## src/rtl/irqc_cfg_pkg.sv

```systemverilog
package irqc_cfg_pkg;
  typedef enum logic [2:0] {
    SEQ_IDLE,
    SEQ_VEC,
    SEQ_CASC,
    SEQ_MODE,
    SEQ_READY
  } seq_e;

  localparam int START_BIT    = 4;
  localparam int WANT4_BIT    = 0;
  localparam int SINGLE_BIT   = 1;
  localparam int MODE_BIT     = 0;
  localparam int VEC_LSB      = 3;
endpackage

```

## src/rtl/irqc_seq.sv

```systemverilog
module irqc_seq
  import irqc_cfg_pkg::*;
#(
  parameter int DATA_W   = 8,
  parameter bit IS_SLAVE = 1'b0,
  parameter int SID_W    = 3
) (
  input  logic                      clk,
  input  logic                      rst_n,
  input  logic                      wr_even,
  input  logic                      wr_odd,
  input  logic [DATA_W-1:0]         wdata,
  output logic [DATA_W-1:0]         mask_q,
  output logic                      init_done,
  output logic [DATA_W-VEC_LSB-1:0] vector_base,
  output logic [DATA_W-1:0]         cascade_cfg,
  output logic                      cpu_mode
);
  seq_e        state_q;
  logic        want4_q;
  logic        single_q;
  logic [DATA_W-1:0] casc_in;
  logic        start_hit;

  generate
    if (IS_SLAVE) begin : g_slave
      assign casc_in = {{(DATA_W-SID_W){1'b0}}, wdata[SID_W-1:0]};
    end else begin : g_master
      assign casc_in = wdata;
    end
  endgenerate

  assign start_hit = wr_even && wdata[START_BIT];

  always_ff @(posedge clk) begin
    if (!rst_n) begin
      state_q     <= SEQ_IDLE;
      want4_q     <= 1'b0;
      single_q    <= 1'b0;
      mask_q      <= '1;
      vector_base <= '0;
      cascade_cfg <= '0;
      cpu_mode    <= 1'b0;
    end else if (start_hit) begin
      state_q  <= SEQ_VEC;
      want4_q  <= wdata[WANT4_BIT];
      single_q <= wdata[SINGLE_BIT];
      mask_q   <= '0;
      cpu_mode <= 1'b0;
    end else if (wr_odd) begin
      case (state_q)
        SEQ_VEC: begin
          vector_base <= wdata[DATA_W-1:VEC_LSB];
          if (!single_q)    state_q <= SEQ_CASC;
          else if (want4_q) state_q <= SEQ_MODE;
          else              state_q <= SEQ_READY;
        end
        SEQ_CASC: begin
          cascade_cfg <= casc_in;
          state_q     <= want4_q ? SEQ_MODE : SEQ_READY;
        end
        SEQ_MODE: begin
          cpu_mode <= wdata[MODE_BIT];
          state_q  <= SEQ_READY;
        end
        SEQ_READY: mask_q <= wdata;
        default: ;
      endcase
    end
  end

  assign init_done = (state_q == SEQ_READY);
endmodule

```

## src/rtl/irqc_trig_reg.sv

```systemverilog
module irqc_trig_reg #(
  parameter int DATA_W = 8
) (
  input  logic              clk,
  input  logic              rst_n,
  input  logic              we,
  input  logic [DATA_W-1:0] wdata,
  output logic [DATA_W-1:0] level_sel
);
  always_ff @(posedge clk) begin
    if (!rst_n)  level_sel <= '0;
    else if (we) level_sel <= wdata;
  end
endmodule

```

## src/rtl/irqc_reqpath.sv

```systemverilog
module irqc_reqpath #(
  parameter int N_IRQ = 8
) (
  input  logic             clk,
  input  logic             rst_n,
  input  logic [N_IRQ-1:0] irq_in,
  input  logic [N_IRQ-1:0] req_clr,
  input  logic [N_IRQ-1:0] level_sel,
  input  logic [N_IRQ-1:0] mask,
  input  logic             enable,
  output logic [N_IRQ-1:0] raw_req,
  output logic [N_IRQ-1:0] pend
);
  generate
    for (genvar i = 0; i < N_IRQ; i++) begin : g_in
      logic prev_q;
      logic edge_q;

      always_ff @(posedge clk) begin
        if (!rst_n) begin
          prev_q <= 1'b0;
          edge_q <= 1'b0;
        end else begin
          prev_q <= irq_in[i];
          if (level_sel[i]) edge_q <= 1'b0;
          else edge_q <= (edge_q && !req_clr[i]) || (irq_in[i] && !prev_q);
        end
      end

      assign raw_req[i] = level_sel[i] ? irq_in[i] : edge_q;
      assign pend[i]    = enable && raw_req[i] && !mask[i];
    end
  endgenerate
endmodule

```

## src/rtl/irqc_cfg_top.sv

```systemverilog
module irqc_cfg_top #(
  parameter int DATA_W   = 8,
  parameter bit IS_SLAVE = 1'b0
) (
  input  logic              clk,
  input  logic              rst_n,
  input  logic              bus_cs,
  input  logic              bus_addr,
  input  logic              bus_wr,
  input  logic              bus_rd,
  input  logic [DATA_W-1:0] bus_wdata,
  output logic [DATA_W-1:0] bus_rdata,
  input  logic              trig_cs,
  input  logic [DATA_W-1:0] irq_in,
  input  logic [DATA_W-1:0] req_clr,
  output logic [DATA_W-1:0] irq_pend,
  output logic              init_done,
  output logic [DATA_W-4:0] vector_base,
  output logic [DATA_W-1:0] cascade_cfg,
  output logic              cpu_mode
);
  logic              pic_acc;
  logic              wr_even;
  logic              wr_odd;
  logic              trig_we;
  logic [DATA_W-1:0] mask_q;
  logic [DATA_W-1:0] trig_q;
  logic [DATA_W-1:0] raw_req;

  assign pic_acc = bus_cs && !trig_cs;
  assign wr_even = pic_acc && bus_wr && !bus_addr;
  assign wr_odd  = pic_acc && bus_wr && bus_addr;
  assign trig_we = trig_cs && bus_wr;

  irqc_seq #(.DATA_W(DATA_W), .IS_SLAVE(IS_SLAVE)) u_seq (
    .clk         (clk),
    .rst_n       (rst_n),
    .wr_even     (wr_even),
    .wr_odd      (wr_odd),
    .wdata       (bus_wdata),
    .mask_q      (mask_q),
    .init_done   (init_done),
    .vector_base (vector_base),
    .cascade_cfg (cascade_cfg),
    .cpu_mode    (cpu_mode)
  );

  irqc_trig_reg #(.DATA_W(DATA_W)) u_trig (
    .clk       (clk),
    .rst_n     (rst_n),
    .we        (trig_we),
    .wdata     (bus_wdata),
    .level_sel (trig_q)
  );

  irqc_reqpath #(.N_IRQ(DATA_W)) u_req (
    .clk       (clk),
    .rst_n     (rst_n),
    .irq_in    (irq_in),
    .req_clr   (req_clr),
    .level_sel (trig_q),
    .mask      (mask_q),
    .enable    (init_done),
    .raw_req   (raw_req),
    .pend      (irq_pend)
  );

  always_comb begin
    if (trig_cs && bus_rd)     bus_rdata = trig_q;
    else if (pic_acc && bus_rd) bus_rdata = bus_addr ? mask_q : raw_req;
    else                       bus_rdata = '0;
  end
endmodule

```

## config.mk

```make
export PLATFORM = sky130hd
export DESIGN_NAME = irqc_cfg_top
export DESIGN_NICKNAME = d
export VERILOG_FILES = /design/src/rtl/irqc_cfg_pkg.sv /design/src/rtl/irqc_seq.sv /design/src/rtl/irqc_trig_reg.sv /design/src/rtl/irqc_reqpath.sv /design/src/rtl/irqc_cfg_top.sv
export SDC_FILE = /design/constraint.sdc
export NUM_CORES = 1
export LEC_CHECK = 0
export ABC_CLOCK_PERIOD_IN_PS = 1500
export BUFFER_PORTS_ARGS = -buffer_cell sky130_fd_sc_hd__buf_2
export CAP_MARGIN = 5
export CORE_MARGIN = 2
export CORE_UTILIZATION = 25
export CTS_BUF_LIST = sky130_fd_sc_hd__clkbuf_16
export DETAILED_ROUTE_END_ITERATION = 8
export GPL_TIMING_DRIVEN = 0
export PLACE_DENSITY_LB_ADDON = 0.1
export SLEW_MARGIN = 20
export SYNTH_ARGS = -nofsm -noshare
export SYNTH_HDL_FRONTEND = slang
export SYNTH_SLANG_ARGS = --single-unit
```

## constraint.sdc

```tcl
create_clock -name clk -period 1.5 [get_ports clk]
set_input_delay 0.15 -clock clk [delete_from_list [all_inputs] [get_ports clk]]
set_output_delay 0.15 -clock clk [all_outputs]
set_load 0.01 [all_outputs]
```

==> metrics.txt <==
DRC marker count from the first detailed-route iteration=87; die area=between 10000 and 15000 µm²; path category of the worst min-delay check=input pin to flop; clock tree from TritonCTS=done; Boundary Pins=between 60 and 70; proportion of layout cells with a drive suffix above 1=0.3780; Synth Warn #=0; wire length of the first global-routing pass=about 12000 µm; remaining routing DRC violations=0; clock transition at the registers of the reported paths=70 ps; Congestion Overflow GR=0; share of the yosys chip area belonging to registers=0.4232; Period Utilization, post-route=1.110; Avg Inst Size Synth=about 8.5 µm²; final setup violation count=9; most frequently used cell type in the post-synthesis netlist=sky130_fd_sc_hd__dfxtp_1; synthesized instance count=roughly 290; count of different cell masters after synthesis=42; clock skew after layout=6.128 ps; total CTS buffers=5; antenna diode count=0; max-slew headroom at the worst pin=0.5982; FF+latch count, synth=between 50 and 60; Nets=between 400 and 500; area of the core=just over 9000 µm²; top layer reached by signal wires=met4; maximum number of pins on one net before global-route repair=16; status=finished with violations; via count=between 2000 and 2500; clk_lat worst skew=~290 ps; total met3 wirelength after detailed routing=roughly 300 µm; max-capacitance violation count=0; number of clock sinks=51; Placed Area=2869 µm²; maximum buffer depth of the clock tree=2; net count after synthesis=between 300 and 400; library cell with the largest summed area after synthesis=sky130_fd_sc_hd__dfxtp_1; FF/Latch Area=~1000 µm²; Critical Path Sink Type=primary output; overall die height=just over 100 µm; half-perimeter wire length after detailed placement=about 5300 µm; # H-tree levels=2; RSZ-0062 raised after global routing=yes; synth-to-layout area growth=39.73%; mean routed wirelength per cell=around 16 µm; count of flip-flops with a built-in enable after synthesis=0; Pins Over Slew Limit=0; combined area of the multi-input logic cells=around 1300 µm²; fin area=between 3000 and 4000 µm²; Worst Setup Slack, final=-165.1 ps; drt total wl=7855 µm; clock root buffer=sky130_fd_sc_hd__clkbuf_16; number of global-route vias before repair=2305; final worst path period need=around 1700 ps; power density over the cells=a little over 900 nW/µm²; drt pass-1 iters=4; wl on met1=3740 µm; count of standard-cell rows=35; count of hold buffers inserted by post-cts repair=0; critical path startpoint category=flop; placer's final routability congestion estimate=around 0.84; via density per instance=a little under 5; Buffers on Ports=a little under 60; Initial Util=0.2598; area share of the largest cell type after synthesis=0.4232; number of fill cells=between 1000 and 1500; violated checks=setup timing; type of the worst setup path=flop to primary output; maximum vdd drop=between 0.4 and 0.5 mV; async set-or-reset flop fraction in the synthesized netlist=0; number of antenna violations at the first check in global routing=0; Die Width=about 100 µm; maximum achievable frequency=600.6 MHz; leading register cell type out of synthesis=sky130_fd_sc_hd__dfxtp_1; Final Hold Vio Count=0; post-detailed-route count of antenna-violating nets=0; cell types with the largest area share after synthesis=sky130_fd_sc_hd__dfxtp_1 42%, sky130_fd_sc_hd__mux2i_1 6.6%, sky130_fd_sc_hd__nand3_1 5.8%, sky130_fd_sc_hd__nand2_1 5.4%, sky130_fd_sc_hd__o21ai_0 4.8%; Detail Route met2 WL=3686 µm; global router's overall resource usage=0.1519; Worst EP arrival=between 1500 and 2000 ps; synthesized area=around 2400 µm²; synth cell count leaders=51 x sky130_fd_sc_hd__dfxtp_1, 35 x sky130_fd_sc_hd__nand2_1, 28 x sky130_fd_sc_hd__nand3_1, 23 x sky130_fd_sc_hd__o21ai_0, 20 x sky130_fd_sc_hd__inv_1; biggest fanout along the worst timing path=6; measured slew at the worst slew-check pin=~600 ps; LEAKAGE=between 1 and 1.5 nW; post-layout power=~3.1 mW; accumulated negative setup slack=-1143 ps; Worst EP required=~1400 ps
timing repair:
| item | in CTS | in global routing |
|---|---|---|
| pin swaps | 3 | 19 |
| setup endpoints to repair | 17 | 26 |
| gates resized for setup | 20 | 46 |
| cloned | 0 | 1 |
| buffers inserted | 14 | 10 |
where the power goes:
part           internal, mW  switching, mW
clock network         0.780          0.540
logic                 0.161          0.203
registers              1.39         0.0259
sequential cells by signal, summed over array words and instances (netlist names):
name,cells
u_seq.mask_q,8
u_seq.vector_base,5
u_req.g_in.prev_q,8
u_seq.state_q,3
u_seq.cascade_cfg,8
u_seq.want4_q,1
u_req.g_in.edge_q,8
u_trig.level_sel,8
u_seq.cpu_mode,1
u_seq.single_q,1
layout by cell type (no fill, tap or decap), types with 6 or more instances in the layout:
cell type and n:
sky130_fd_sc_hd__o21ai_1 9, sky130_fd_sc_hd__nor3_1 10, sky130_fd_sc_hd__o21ai_0 14, sky130_fd_sc_hd__o211ai_1 6, sky130_fd_sc_hd__buf_6 6, sky130_fd_sc_hd__buf_2 57
sky130_fd_sc_hd__and2_1 8, sky130_fd_sc_hd__clkbuf_1 6, sky130_fd_sc_hd__mux2i_1 15, sky130_fd_sc_hd__mux2_4 7, sky130_fd_sc_hd__dfxtp_2 8, sky130_fd_sc_hd__nand2_1 30
sky130_fd_sc_hd__buf_4 25, sky130_fd_sc_hd__nand3_1 28, sky130_fd_sc_hd__a22oi_1 8, sky130_fd_sc_hd__inv_1 20, sky130_fd_sc_hd__a21oi_1 16, sky130_fd_sc_hd__dfxtp_1 40
path summary, 6_finish.rpt:
path                                                   startpoint                                end  slack, ps  cells after the start
worst max-delay path                u_seq.state_q[1]$_SDFFE_PP0P_                        irq_pend[0]       -170                      5
worst min-delay path                                    irq_in[5]    u_req.g_in[5].prev_q$_SDFF_PN0_         80                      2
worst max register to register      u_seq.state_q[1]$_SDFFE_PP0P_       u_seq.mask_q[7]$_SDFFE_PN1P_         30                      4
worst min register to register  u_seq.cascade_cfg[0]$_SDFFE_PN0P_  u_seq.cascade_cfg[0]$_SDFFE_PN0P_        460                      2
routing by layer:
layer / track usage / up-vias
met1: 0.2035 / 1181
met2: 0.2515 / 66
met5: 0 / -
met4: 0.04821 / 0
met3: 0.02326 / 12
li1: - / 1168
per-stage QoR:
stage	hold WS (ps)	std cells	utilization	setup WS, ps
after global routing	104.4	502	0.3631	-213.9
after global placement	380.2	473	0.3090	-208.5
after CTS	81.36	493	0.3414	-188.5
final	84.72	502	0.3631	-165.1
after detailed placement	386.3	473	0.3090	-225.6
after floorplan	271.7	285	-	88.61
kinds of logic (layout without fill, tap and decap cells):
logic type / Yosys count / count (layout) / synth area share
AND/OR/NAND/NOR: 107 / 107 / 0.2313
flip-flops: 51 / 51 / 0.4232
buffers and inverters: 40 / 128 / 0.07831
AO/OA/AOI/OAI: 64 / 64 / 0.1681
multiplexers: 23 / 23 / 0.09907
critical path: stages (launching register included):
cell and delay (ps):
sky130_fd_sc_hd__dfxtp_4 370, sky130_fd_sc_hd__or3b_4 450, sky130_fd_sc_hd__clkinv_8 110, sky130_fd_sc_hd__nand2_4 40, sky130_fd_sc_hd__nor2_2 100, sky130_fd_sc_hd__buf_2 140
final cells by class:
type,instances,area share
Multi-Input combinational cell,194,0.3927
Timing Repair inverter,1,0.002598
Tap cell,129,0.04788
Buffer,15,0.02153
Clock buffer,5,0.03712
Timing Repair Buffer,82,0.1492
Sequential cell,51,0.3092
Inverter,22,0.02821
Clock inverter,3,0.01151
(Power assumes the default switching activity.)
